**config.mk**
```make
export PLATFORM = sky130hd
export DESIGN_NAME = mdio_frame_engine
export DESIGN_NICKNAME = d
export VERILOG_FILES = /design/src/rtl/mdio_pkg.sv /design/src/rtl/mdio_mdc_gen.sv /design/src/rtl/mdio_shifter.sv /design/src/rtl/mdio_frame_engine.sv
export SDC_FILE = /design/constraint.sdc
export NUM_CORES = 1
export LEC_CHECK = 0
export BUFFER_PORTS_ARGS = -buffer_cell sky130_fd_sc_hd__buf_2
export CAP_MARGIN = 20
export CELL_PAD_IN_SITES_DETAIL_PLACEMENT = 1
export CELL_PAD_IN_SITES_GLOBAL_PLACEMENT = 2
export CORE_ASPECT_RATIO = 0.9
export CORE_MARGIN = 2
export CORE_UTILIZATION = 33
export CTS_BUF_LIST = sky130_fd_sc_hd__clkbuf_4
export CTS_CLUSTER_DIAMETER = 150
export CTS_CLUSTER_SIZE = 25
export DETAILED_ROUTE_END_ITERATION = 10
export HOLD_SLACK_MARGIN = 0.08
export PLACE_DENSITY_LB_ADDON = 0.1
export RECOVER_POWER = 50
export SKIP_LAST_GASP = 1
export SLEW_MARGIN = 0
export SYNTH_ARGS = -nofsm -noshare
export SYNTH_HDL_FRONTEND = slang
export SYNTH_SLANG_ARGS = --single-unit
```
**constraint.sdc**
```tcl
create_clock -name clk -period 2.6 [get_ports clk]
set_input_delay 0 -clock clk [delete_from_list [all_inputs] [get_ports clk]]
set_output_delay 0 -clock clk [all_outputs]
set_load 0.02 [all_outputs]
```
**src/rtl/mdio_pkg.sv**
```systemverilog
`timescale 1ns/1ps
package mdio_pkg;
  localparam logic [1:0] ADDR_CFG  = 2'd0;
  localparam logic [1:0] ADDR_DATA = 2'd1;
  localparam logic [1:0] ADDR_STAT = 2'd2;
  localparam logic [1:0] ADDR_MASK = 2'd3;
  localparam logic [1:0] OPC_READ  = 2'b10;
  localparam int FRAME_W = 32;
  localparam int RDATA_W = 16;
endpackage

```
**src/rtl/mdio_mdc_gen.sv**
```systemverilog
`timescale 1ns/1ps
module mdio_mdc_gen #(
  parameter int DIV_W = 7
) (
  input  logic             clk,
  input  logic             rst_n,
  input  logic             en,
  input  logic [DIV_W-1:0] div,
  output logic             mdc,
  output logic             rise,
  output logic             fall
);
  logic [DIV_W-1:0] cnt_q, cnt_d;
  logic             mdc_q, mdc_d;
  logic             wrap;

  assign wrap = en && (cnt_q >= div);

  always_comb begin
    cnt_d = cnt_q;
    mdc_d = mdc_q;
    if (!en) begin
      cnt_d = '0;
      mdc_d = 1'b0;
    end else if (wrap) begin
      cnt_d = '0;
      mdc_d = ~mdc_q;
    end else begin
      cnt_d = cnt_q + 1'b1;
    end
  end

  always_ff @(posedge clk or negedge rst_n) begin
    if (!rst_n) begin
      cnt_q <= '0;
      mdc_q <= 1'b0;
    end else begin
      cnt_q <= cnt_d;
      mdc_q <= mdc_d;
    end
  end

  assign mdc  = mdc_q;
  assign rise = wrap && !mdc_q;
  assign fall = wrap && mdc_q;

  // clock parked low once the engine is idle
  p_idle_low_r3: assert property (@(posedge clk) disable iff (!rst_n)
    !en |=> !mdc);
  // at most one edge event per cycle
  p_one_edge_r3: assert property (@(posedge clk) disable iff (!rst_n)
    $onehot0({rise, fall}));
endmodule

```
**src/rtl/mdio_shifter.sv**
```systemverilog
`timescale 1ns/1ps
module mdio_shifter
  import mdio_pkg::*;
#(
  parameter int PRE_LEN = 32
) (
  input  logic               clk,
  input  logic               rst_n,
  input  logic               start,
  input  logic [FRAME_W-1:0] cmd,
  input  logic               pre_en,
  input  logic               rise,
  input  logic               fall,
  input  logic               mdc,
  input  logic               mdio_in,
  output logic               busy,
  output logic               mdio_out,
  output logic               mdio_oe,
  output logic               done,
  output logic               is_rd,
  output logic [RDATA_W-1:0] rd_data
);
  localparam int PRE_W    = $clog2(PRE_LEN + 1);
  localparam int POS_W    = $clog2(FRAME_W);
  localparam int REL_POS  = FRAME_W - RDATA_W - 1;
  localparam int DATA_POS = FRAME_W - RDATA_W;

  logic               busy_q, busy_d;
  logic [FRAME_W-1:0] cmd_q, cmd_d;
  logic [PRE_W-1:0]   pre_q, pre_d;
  logic [POS_W-1:0]   pos_q, pos_d;
  logic [RDATA_W-1:0] cap_q, cap_d;
  logic               in_frame, last_bit, rd_op;

  assign rd_op    = (cmd_q[FRAME_W-3:FRAME_W-4] == OPC_READ);
  assign in_frame = (pre_q == '0);
  assign last_bit = (pos_q == POS_W'(FRAME_W - 1));

  always_comb begin
    busy_d = busy_q;
    cmd_d  = cmd_q;
    pre_d  = pre_q;
    pos_d  = pos_q;
    cap_d  = cap_q;
    if (!busy_q) begin
      if (start) begin
        busy_d = 1'b1;
        cmd_d  = cmd;
        pre_d  = pre_en ? PRE_W'(PRE_LEN) : '0;
        pos_d  = '0;
        cap_d  = '0;
      end
    end else begin
      if (fall) begin
        if (!in_frame)     pre_d  = pre_q - 1'b1;
        else if (last_bit) busy_d = 1'b0;
        else               pos_d  = pos_q + 1'b1;
      end
      if (rise && rd_op && in_frame && (pos_q >= POS_W'(DATA_POS)))
        cap_d = {cap_q[RDATA_W-2:0], mdio_in};
    end
  end

  always_ff @(posedge clk or negedge rst_n) begin
    if (!rst_n) begin
      busy_q <= 1'b0;
      cmd_q  <= '0;
      pre_q  <= '0;
      pos_q  <= '0;
      cap_q  <= '0;
    end else begin
      busy_q <= busy_d;
      cmd_q  <= cmd_d;
      pre_q  <= pre_d;
      pos_q  <= pos_d;
      cap_q  <= cap_d;
    end
  end

  assign busy     = busy_q;
  assign done     = busy_q && fall && in_frame && last_bit;
  assign is_rd    = rd_op;
  assign rd_data  = cap_q;
  assign mdio_out = busy_q && (!in_frame || cmd_q[POS_W'(FRAME_W - 1) - pos_q]);
  assign mdio_oe  = busy_q && !(rd_op && in_frame && (pos_q >= POS_W'(REL_POS)));

  // no output change during a high MDC phase
  p_out_stable_r9: assert property (@(posedge clk) disable iff (!rst_n)
    (mdc && $past(mdc)) |-> $stable(mdio_out));
  // a launch makes the engine busy in the next cycle
  p_start_busy_r8: assert property (@(posedge clk) disable iff (!rst_n)
    (start && !busy_q) |=> busy);
endmodule

```
**src/rtl/mdio_frame_engine.sv**
```systemverilog
`timescale 1ns/1ps
module mdio_frame_engine
  import mdio_pkg::*;
#(
  parameter int DIV_W   = 7,
  parameter int PRE_LEN = 32
) (
  input  logic        clk,
  input  logic        rst_n,
  input  logic        reg_wr_en,
  input  logic [1:0]  reg_addr,
  input  logic [31:0] reg_wdata,
  output logic [31:0] reg_rdata,
  output logic        irq,
  output logic        mdc,
  output logic        mdio_out,
  output logic        mdio_oe,
  input  logic        mdio_in
);
  localparam int CFG_W = DIV_W + 1;

  logic [1:0]         rst_sync_q;
  logic               rst_i_n;
  logic [CFG_W-1:0]   cfg_q, cfg_d;
  logic [FRAME_W-1:0] data_q, data_d;
  logic               flag_q, flag_d;
  logic               mask_q, mask_d;
  logic               busy, done, is_rd, rise, fall, start;
  logic               wr_cfg, wr_data, wr_stat, wr_mask;
  logic [RDATA_W-1:0] rd_data;

  always_ff @(posedge clk or negedge rst_n) begin
    if (!rst_n) rst_sync_q <= 2'b00;
    else        rst_sync_q <= {rst_sync_q[0], 1'b1};
  end
  assign rst_i_n = rst_sync_q[1];

  assign wr_cfg  = reg_wr_en && (reg_addr == ADDR_CFG);
  assign wr_data = reg_wr_en && (reg_addr == ADDR_DATA);
  assign wr_stat = reg_wr_en && (reg_addr == ADDR_STAT);
  assign wr_mask = reg_wr_en && (reg_addr == ADDR_MASK);
  assign start   = wr_data && !busy;

  always_comb begin
    cfg_d  = cfg_q;
    data_d = data_q;
    flag_d = flag_q;
    mask_d = mask_q;
    if (wr_cfg)  cfg_d  = reg_wdata[CFG_W-1:0];
    if (wr_mask) mask_d = reg_wdata[0];
    if (start)   data_d = reg_wdata;
    if (done && is_rd) data_d[RDATA_W-1:0] = rd_data;
    if (done)    flag_d = 1'b1;
    else if (wr_stat && reg_wdata[0]) flag_d = 1'b0;
  end

  always_ff @(posedge clk or negedge rst_i_n) begin
    if (!rst_i_n) begin
      cfg_q  <= '0;
      data_q <= '0;
      flag_q <= 1'b0;
      mask_q <= 1'b0;
    end else begin
      cfg_q  <= cfg_d;
      data_q <= data_d;
      flag_q <= flag_d;
      mask_q <= mask_d;
    end
  end

  always_comb begin
    case (reg_addr)
      ADDR_CFG:  reg_rdata = 32'(cfg_q);
      ADDR_DATA: reg_rdata = data_q;
      ADDR_STAT: reg_rdata = {30'd0, busy, flag_q};
      default:   reg_rdata = {31'd0, mask_q};
    endcase
  end

  assign irq = flag_q && mask_q;

  mdio_mdc_gen #(.DIV_W(DIV_W)) u_mdc (
    .clk   (clk),
    .rst_n (rst_i_n),
    .en    (busy),
    .div   (cfg_q[DIV_W-1:0]),
    .mdc   (mdc),
    .rise  (rise),
    .fall  (fall)
  );

  mdio_shifter #(.PRE_LEN(PRE_LEN)) u_shift (
    .clk      (clk),
    .rst_n    (rst_i_n),
    .start    (start),
    .cmd      (reg_wdata),
    .pre_en   (cfg_q[DIV_W]),
    .rise     (rise),
    .fall     (fall),
    .mdc      (mdc),
    .mdio_in  (mdio_in),
    .busy     (busy),
    .mdio_out (mdio_out),
    .mdio_oe  (mdio_oe),
    .done     (done),
    .is_rd    (is_rd),
    .rd_data  (rd_data)
  );

  // end of frame raises the completion flag
  p_done_flag_r6: assert property (@(posedge clk) disable iff (!rst_i_n)
    done |=> flag_q);
  // data writes during a frame are dropped
  p_busy_ignore_r8: assert property (@(posedge clk) disable iff (!rst_i_n)
    (busy && wr_data && !done) |=> (data_q == $past(data_q)));
  // line released whenever no frame is running
  p_idle_release_r4: assert property (@(posedge clk) disable iff (!rst_i_n)
    !busy |-> !mdio_oe);
endmodule

```
; ---- After elaboration in Yosys (flattened, before gate mapping)
; Cells that the tools add are included.
[word_totals]
register_bits = 112
latchBits = 0
ramBits = 0
romBits = 0
input_bits = 38
output_inout_bits = 36
wordCells = 98
memories = 0
[classes]
addsub = 4
mul = 0
div_mod_pow = 0
order_cmp = 4
n_eq_ne = 11
shift = 0
mux = 29
bitwise_logic = 2
n_reduce_logical = 35
[ops]
columns = cell, count
row1 = $pmux W32 S3, 1
row2 = $mux W16, 5
row3 = $mux W6, 5
row4 = $mux W5, 5
row5 = $logic_and A1 B1 Y1, 21
row6 = $mux W7, 2
row7 = $mux W1, 10
row8 = $ne A2 B2 Y1 const B, 5
row9 = $add A7 B1 Y7 const B, 1
row10 = $ge A7 B7 Y1, 1
row11 = $eq A2 B2 Y1 const B, 3
row12 = $logic_not A6 Y1, 1
row13 = $lt A5 B6 Y1 const B, 1
row14 = $reduce_bool A2 Y1, 3
row15 = $sub A6 B1 Y6 const B, 1
row16 = $add A5 B1 Y5 const B, 1
row17 = $bmux W1 S5, 1
row18 = $eq A5 B5 Y1 const B, 1
row19 = $ge A5 B4 Y1 const B, 1
row20 = $ge A5 B5 Y1 const B, 1
row21 = $sub A5 B5 Y5 const A, 1
row22 = $logic_not A1 Y1, 4
row23 = $reduce_and A2 Y1, 2
row24 = $reduce_and A4 Y1, 1
row25 = other kinds (6), 7

; ---- Logic depth before layout (Yosys ltp)
; Gate-level depths: netlist of run 1.
[depth]
word_depth = 8
ltp_mapped = 10
depth_no_buf = 7

; ---- By module
; From an unflattened synthesis of run 1, not the netlist that was laid out.
[hier_totals]
hier_cells = 546
area_unflattened_um2 = 5552.8
[modules_own_cells]
columns = module, instances, cells_per_inst, area_each_um2, seq_area_each_um2
row1 = mdio_shifter, 1, 314, 2885.3, 1501.4
row2 = mdio_frame_engine, 1, 177, 2107.0, 1101.1
row3 = mdio_mdc_gen, 1, 55, 560.5, 200.2

; ---- Worst setup path before layout of run 1
; No wires, ideal clock.
[synth_timing]
path_kind = reg-to-reg
from = reg u_mdc.cnt_q[0]
to = reg data_q[10]
arrival_ns = 2.353
required_time_ns = 2.475
slack_ns = 0.122
path_stages_with_launch = 11
synth_period_minus_slack_ns = 2.478
cell_sequence = dfrtp_1 > inv_1 > ha_1 > nand2b_1 > a2111oi_1 > o31a_1 > buf_2 > or4b_4 > buf_6 > buf_12 > mux2_4
[synth_via]
elab_chain_len = 8
[synth_rtl]
columns = element, line_no
row1 = from (decl), mdio_mdc_gen.sv:13  ; logic [DIV_W-1:0] cnt_q, cnt_d;
row2 = from (signal assigned), mdio_mdc_gen.sv:38  ; cnt_q <= cnt_d;
row3 = $ge A7 B7 Y1 (*), mdio_mdc_gen.sv:17  ; assign wrap = en && (cnt_q >= div);
row4 = $logic_and A1 B1 Y1 (*), mdio_mdc_gen.sv:17
row5 = $logic_and A1 B1 Y1 (*), mdio_mdc_gen.sv:45  ; assign fall = wrap && mdc_q;
row6 = $logic_and A1 B1 Y1 (*) (3 in series), mdio_shifter.sv:81  ; assign done = busy_q && fall && in_frame && last_bit;
row7 = $logic_and A1 B1 Y1 (*), mdio_frame_engine.sv:52  ; if (done && is_rd) data_d[RDATA_W-1:0] = rd_data;
row8 = $mux W16 or $reduce_bool A2 Y1 (tied branches), -
row9 = to (signal assigned), mdio_frame_engine.sv:65  ; data_q <= data_d;
row10 = to (decl), mdio_frame_engine.sv:25  ; logic [FRAME_W-1:0] data_q, data_d;
; Every way passes the cells marked *; elsewhere a longest branch is shown, timed or not.
; A chain may end at the register's enable or synchronous reset.

; ---- Worst setup path in the final report of run 1
[layout_timing]
from = reg cfg_q[3]
to = reg data_q[13]
[layout_via]
elab_chain_len = 8
[layout_rtl]
columns = element, line_no
row1 = from (decl), mdio_frame_engine.sv:24  ; logic [CFG_W-1:0] cfg_q, cfg_d;
row2 = from (signal assigned), mdio_frame_engine.sv:64  ; cfg_q <= cfg_d;
row3 = $ge A7 B7 Y1 (*), mdio_mdc_gen.sv:17
row4 = $logic_and A1 B1 Y1 (*), mdio_mdc_gen.sv:17
row5 = $logic_and A1 B1 Y1 (*), mdio_mdc_gen.sv:45
row6 = $logic_and A1 B1 Y1 (*) (3 in series), mdio_shifter.sv:81
row7 = $logic_and A1 B1 Y1 (*), mdio_frame_engine.sv:52
row8 = $mux W16 or $reduce_bool A2 Y1 (tied branches), -
; Marks and branches as above.

==> results of run 1 <==
[cells in the mapped netlist, types with 2 or more instances]
cell	n	area [µm²]
xnor2_1	4	35.0
o32ai_1	2	17.5
ha_1	13	163
dfrtp_1	96	2400
a21o_1	2	15.0
clkbuf_1	19	71.3
o21a_1	2	15.0
inv_1	27	101
nand2b_1	2	12.5
nor2b_1	3	18.8
mux4_2	8	180
nor2_1	19	71.3
a21oi_1	4	20.0
mux2i_1	28	280
nand2_1	166	623
mux2_4	10	150
o21ai_0	10	50.1
a32o_1	2	20.0
o22ai_1	2	12.5
buf_2	2	10.0
a211oi_1	2	15.0
xor2_1	2	17.5
and2_1	26	163
nand4_1	2	12.5
and3_1	6	37.5
nand3_1	8	40.0
buf_1	2	7.51
mux2_2	12	135
nor3_1	2	10.0
[power by group through the flow]
stage          combinational (W)  sequential [W]  clock, W
2_1_floorplan            0.00102         0.00206         0
3_3_place_gp             0.00154         0.00209         0
3_5_place_dp             0.00158         0.00211         0
4_1_cts                  0.00163         0.00208  0.000764
5_1_grt                  0.00185         0.00213  0.000811
6_report                 0.00165         0.00207  0.000716
[worst paths after layout]
check                           slack [ps]           from  cells past startpoint          endpoint
worst max register to register          70       cfg_q[3]                      9        data_q[13]
worst min-delay path                   120    reg_addr[0]                      6  u_shift.cmd_q[9]
min in group asynchronous              340          rst_n                      3     rst_sync_q[0]
max in group asynchronous              620  rst_sync_q[1]                      1  u_shift.pre_q[0]
worst max-delay path                    70       cfg_q[3]                      9        data_q[13]
worst min register to register         370  rst_sync_q[0]                      0     rst_sync_q[1]
[per-layer routing]
metal | global-route usage | vias to the layer above
met5 | 0 | -
met4 | 0.0578 | 0
met3 | 0.0335 | 13
met2 | 0.306 | 53
met1 | 0.251 | 2000
li1 | - | 1972
[state kept, by name (all words and copies together), names as in the netlist, 2 cells and up]
name             flops
cfg_q                8
data_q              18
rst_sync_q           2
u_mdc.cnt_q          7
u_shift.cmd_q       30
u_shift.pos_q        5
u_shift.pre_q        6
u_shift.rd_data     16
[worst reg2reg max path, cell delays in order, from the launching register on]
cell,delay [ps]
dfrtp_1,380
inv_1,70
ha_1,280
o21a_1,110
nor2_1,50
o31a_1,310
buf_4,170
or4b_4,590
buf_12,180
mux2_4,300
[stage by stage]
stage / util / hold WS, ps / total power, W / worst slack, ps
4_1_cts: 0.424 / 85.0 / 0.00447 / 17.3
3_3_place_gp: 0.388 / -214 / 0.00363 / -0.599
2_1_floorplan: - / -296 / 0.00308 / 122
6_report: 0.427 / 117 / 0.00444 / 67.8
5_1_grt: 0.427 / 141 / 0.00479 / 12.9
3_5_place_dp: 0.388 / -212 / 0.00368 / -108
[what timing repair did]
action,in CTS,in global routing
pin swaps,2,3
hold buffers,38,0
endpoints found under the setup margin,13,24
endpoints found under the hold margin,62,0
cloned,0,0
gates resized for setup,0,4
setup buffers,2,8
[cell families (layout without fill, tap and decap cells)]
group | count (synthesis) | in the layout | share of synthesized area
AND/OR/NAND/NOR | 249 | 249 | 0.227
flip-flops | 96 | 96 | 0.482
multiplexers | 58 | 58 | 0.150
buffers and inverters | 53 | 193 | 0.0459
AO/OA/AOI/OAI | 37 | 37 | 0.0517
adder cells (fa/ha/maj) | 13 | 13 | 0.0326
XOR/XNOR | 6 | 6 | 0.0105
other | 1 | 3 | 0.000752
[cell type report]
cell class,count,area share
clock buffers,9,0.0107
inverters,27,0.0161
diodes,2,0.000793
repair buffers,151,0.171
flip-flops and latches,96,0.381
multi-input cells,364,0.375
well taps,198,0.0393
clock inverters,6,0.00575
==> results.toml, run 1 <==
[global_routing]
grt.total_usage = 0.186
grt_max_degree = 54
overflow = 0
antenna_found_initial = 1
first_global_vias = 4333
grt_first_pass_wirelength_um = 23100

[worst_setup_path]
critPathTopFamily = "simple AND/OR/NAND/NOR gates"
slowest_stage = "or4b_4"
critPathKind = "reg -> reg"
worst_ep_arrival_time_ps = 2920
crit_buf_inv = 3
worst_setup_path_end_kind = "flop"
critPathMaxStageDelay_ps = 590
path_max_fanout = 9
required_ps = 2990
crit_chain = "inv_1 -> ha_1 -> o21a_1 -> nor2_1 -> o31a_1 -> buf_4 -> or4b_4 -> buf_12 -> mux2_4"
critPathLaunchType = "flop"

[finish]
drive_above_1_share = 0.242
seq_area_um2 = 2400
nFillCells = 1740
multi_input_area_um2 = 2370
final_common_cell = "nand2_1"
fin_nets = 700
stdcell_area_um2 = 6310
fin_cells = 853
syn2layout_area_growth_pct = 26.6
layout_common_cells = "166 x nand2_1, 96 x dfrtp_1, 65 x buf_2"

[route]
maxUsedRoutingLayer = "met4"
via_per_inst = 4.73
dr_wl_met2_um = 6800
drcViolationCount = 0
dr_wl_met3_um = 420
wl_met1_um = 6710
firstDrtPassIters = 4
finalWirelength_um = 14100
vias = 4038
avgRoutedWirePerCell_um = 16.5
drt_iter0_markers = 164
detail-route-antenna-nets = 0

[power_and_ir_drop]
power_density_nw_per_um2 = 703
p_leak_nw = 3.21
pwr-share-clk = 0.161
power_switching_share = 0.367
p_sw_w = 0.00163
power.share.sequential = 0.467
ir_drop_uv = 257
p_int_w = 0.00281
combPwrFrac = 0.371

[synth]
ys.warnings.count = 0
synth_nets = 564
synthCells = 513
syn_area_per_cell_um2 = 9.72
ys_ff_latch = 96
async_reset_ff_frac = 1.00
synth_edf_count = 0
synth.cell_area_um2 = 4990
synthDistinctLibCells = 59
yosysSeqAreaShare = 0.482
ys.flop_type = "dfrtp_1"

[sta]
relSlewSlack = -0.154
final.setup.tns_ps = 0
finalSetupViolations = 0
fin_worst_skew_ps = 17.0
drv_slew = 40
min_period_ps = 2530
tightest_slew_ps = 1730
finalCritPeriodShare = 0.974
fmax_mhz = 395
hold_viol = 0
rsz0062_at_grt = "false"

[clock_tree]
insertion_delay_ps = 480
h-tree-depth = 3
clk_pin_slew_worst_paths_ps = 150
cts_sinks = 96
cts_buffer_depth = 2
root_buffer = "clkbuf_4"
cts_tree = "built"
numCtsBuffers = 9

[floorplanning]
die_x_um = 134
fp.dieH_um = 121
rows = 42
die_area_um2 = 16100
core_um2 = 14800
start_util = 0.338
io_pins = 74

[placed_design]
dp_cells = 788
placed_area_um2 = 5730
gp_congestion = 0.766
io_buffers = 73
place_hpwl_um = 9820

[run]
cap_violations = 1

[outcome]
status = "finished with violations"
violations = "capacitance limit, slew limit"

[min_path]
hold_class = "in -> reg"
(Power assumes the default switching activity.)
==> run 2, diff against run 1 <==
--- a/config.mk
+++ b/config.mk
@@ -5,13 +5,14 @@
 export SDC_FILE = /design/constraint.sdc
 export NUM_CORES = 1
 export LEC_CHECK = 0
+export ABC_AREA = 1
 export BUFFER_PORTS_ARGS = -buffer_cell sky130_fd_sc_hd__buf_2
 export CAP_MARGIN = 20
 export CELL_PAD_IN_SITES_DETAIL_PLACEMENT = 1
 export CELL_PAD_IN_SITES_GLOBAL_PLACEMENT = 2
 export CORE_ASPECT_RATIO = 0.9
 export CORE_MARGIN = 2
-export CORE_UTILIZATION = 33
+export CORE_UTILIZATION = 31
 export CTS_BUF_LIST = sky130_fd_sc_hd__clkbuf_4
 export CTS_CLUSTER_DIAMETER = 150
 export CTS_CLUSTER_SIZE = 25
==> results.toml, run 2 <==
[outcome]
status = "finished with violations"
violations = "capacitance limit, slew limit"

[sta]
fmax_mhz = 422
tightest_slew_ps = 1800
finalSetupViolations = 0
min_period_ps = 2370
rsz0062_at_grt = "false"
final.setup.tns_ps = 0
hold_viol = 0
finalCritPeriodShare = 0.911
drv_slew = 40
relSlewSlack = -0.201
fin_worst_skew_ps = 19.2

[finish]
layout_common_cells = "175 x nand2_1, 96 x dfrtp_1, 93 x inv_1, 93 x nand3_1, 65 x buf_2"
largest_register = "u_shift.cmd_q"
fin_nets = 819
nFillCells = 2003
final_common_cell = "nand2_1"
largest_reg_flops = 30
syn2layout_area_growth_pct = 22.4
stdcell_area_um2 = 6140
drive_above_1_share = 0.135
antenna_cells = 0

[clock_tree]
numCtsBuffers = 9
insertion_delay_ps = 470
root_buffer = "clkbuf_4"
cts_tree = "built"
clk_pin_slew_worst_paths_ps = 140
cts_buffer_depth = 2
cts_sinks = 96
post_cts_buffers = 0
h-tree-depth = 3

[worst_setup_path]
critPathTopFamily = "simple AND/OR/NAND/NOR gates"
critPathKind = "reg -> out"
r2r_end = "u_shift.rd_data[8]"
critPathLaunchType = "flop"
required_ps = 2600
worst_ep_arrival_time_ps = 2370
worst_setup_path_end_kind = "output pin"
crit_chain = "ha_1 -> nand2_1 -> nor2_1 -> ha_1 -> or3_1 -> a21oi_1 -> buf_2"
path_max_fanout = 10
rr_worst_depth = 11
slowest_stage = "dfrtp_1"
rrSetupSlack_ps = 440
critPathMaxStageDelay_ps = 510
crit_top_cell = "ha_1"
crit_buf_inv = 1
r2r_start = "u_mdc.cnt_q[5]"

[floorplanning]
fp.dieH_um = 125
rows = 44
core_um2 = 16000
die_x_um = 138
start_util = 0.314
die_area_um2 = 17200
io_pins = 74

[synth]
ys_ff_latch = 96
ys.flop_type = "dfrtp_1"
async_reset_ff_frac = 1.00
synthDistinctLibCells = 33
yosysSeqAreaShare = 0.479
synthCells = 658
netlist.top_cell.by_area = "dfrtp_1"
ys.warnings.count = 0
synth_nets = 709
synth_common_cells = "175 x nand2_1, 96 x dfrtp_1, 93 x inv_1, 93 x nand3_1, 58 x nor2_1"
yosysMostFrequentCell = "nand2_1"
synth_edf_count = 0
syn_area_per_cell_um2 = 7.62
yosys-top-cells-area = "dfrtp_1 48%, nand2_1 13%, nand3_1 9.3%, inv_1 7.0%, o21ai_0 4.5%"
synth_top_area_share = 0.479
synth.cell_area_um2 = 5010

[route]
drt_iter0_markers = 179
avgRoutedWirePerCell_um = 15.5
drcViolationCount = 0
finalWirelength_um = 15200
detail-route-antenna-nets = 0
firstDrtPassIters = 5
vias = 4611
via_per_inst = 4.71

[global_routing]
first_global_vias = 4911
grt_first_pass_wirelength_um = 25500
overflow = 0
antenna_found_initial = 0
grt_max_degree = 45
grt.total_usage = 0.184

[min_path]
holdPathEnd = "u_shift.cmd_q[20]"
hold_class = "in -> reg"
hp-start = "reg_wdata[20]"
hold_path_depth = 4

[power_and_ir_drop]
ir_drop_uv = 309
p_total_w = 0.00500
p_leak_nw = 3.26
power_density_nw_per_um2 = 814

[placed_design]
placed_area_um2 = 5600
io_buffers = 73
place_hpwl_um = 11200
gp_congestion = 0.772

[run]
cap_violations = 1
run 2: changes by cell type in the layout (fill, tap and decap cells not counted), moves of 10 or more:
cell     delta
and2_1     -26
o21ai_0    +35
mux2_4     -10
mux2_2     -11
buf_4      -21
nand3_1    +85
mux2i_1    -27
nor2_1     +39
inv_1      +66
o21ai_1    +16
run 2: power by group:
part / internal, W / leakage [nW] / switching (W) / total (W)
sequential: 0.00192 / 1.17 / 0.000319 / 0.00224
combinational: 0.000700 / 1.99 / 0.00113 / 0.00183
clock: 0.000398 / 0.0901 / 0.000524 / 0.000922
total: 0.00302 / 3.26 / 0.00198 / 0.00500
run 2: area by class of cell:
cell class / instances / area, µm² / share of cell area
Sequential cell: 96 / 2400 / 0.391
Multi-Input combinational cell: 438 / 2090 / 0.341
Timing Repair Buffer: 126 / 858 / 0.140
Inverter: 97 / 367 / 0.0597
Tap cell: 207 / 259 / 0.0422
Clock inverter: 6 / 83.8 / 0.0137
Clock buffer: 10 / 75.1 / 0.0122
run 2: worst reg2reg max path, stage by stage, from the launching register on:
cell,delay (ps)
dfrtp_1,450
ha_1,300
nand2_1,80
nor2_1,170
inv_1,60
nor2_1,100
nor2_1,90
nor3_2,290
nand2_1,90
buf_4,240
nand3_1,100
o21ai_0,90
run 2: kinds of logic after synthesis:
group                      share of synthesized area
and+or+nand+nor                                0.289
buffers and inverters                          0.105
DFF                                            0.479
AOI/OAI and AO/OA                             0.0796
adders and majority gates                     0.0324
xor gates and xnor gates                      0.0122
other                                       0.000748
muxes                                        0.00225
run 2: what timing repair did:
| item | in CTS | in global routing |
|---|---|---|
| hold buffers | 39 | 0 |
| hold endpoints to repair | 62 | 0 |
| setup endpoints to repair | 0 | 2 |
| gates resized for setup | 0 | 1 |
run 2: through the flow:
step	setup slack (ps)	util	cells	hold WS, ps
CTS	170	0.385	980	226
floorplan	773	-	658	-296
global placement	399	0.351	925	-215
finish	230	0.384	980	269
detailed placement	288	0.351	925	-212
global route	38.6	0.384	980	269
run 2: worst max-delay path by stage:
stage                                 from            endpoint  depth (start not counted)
final                     u_shift.pos_q[0]             mdio_oe                          7
after global routing      u_shift.pos_q[1]            mdio_out                         11
after CTS                 u_shift.pos_q[0]             mdio_oe                          7
after detailed placement    u_mdc.cnt_q[5]  u_shift.rd_data[9]                         11
after global placement      u_mdc.cnt_q[6]  u_shift.rd_data[9]                         11
after floorplan             u_mdc.cnt_q[6]          data_q[10]                         11
run 2: routing by layer:
metal / global-route usage / wire (µm) / vias up
met5: 0 / 0 / -
met4: 0.0336 / 137 / 0
met3: 0.0384 / 650 / 12
met2: 0.292 / 6850 / 71
met1: 0.263 / 7510 / 2232
li1: - / - / 2296
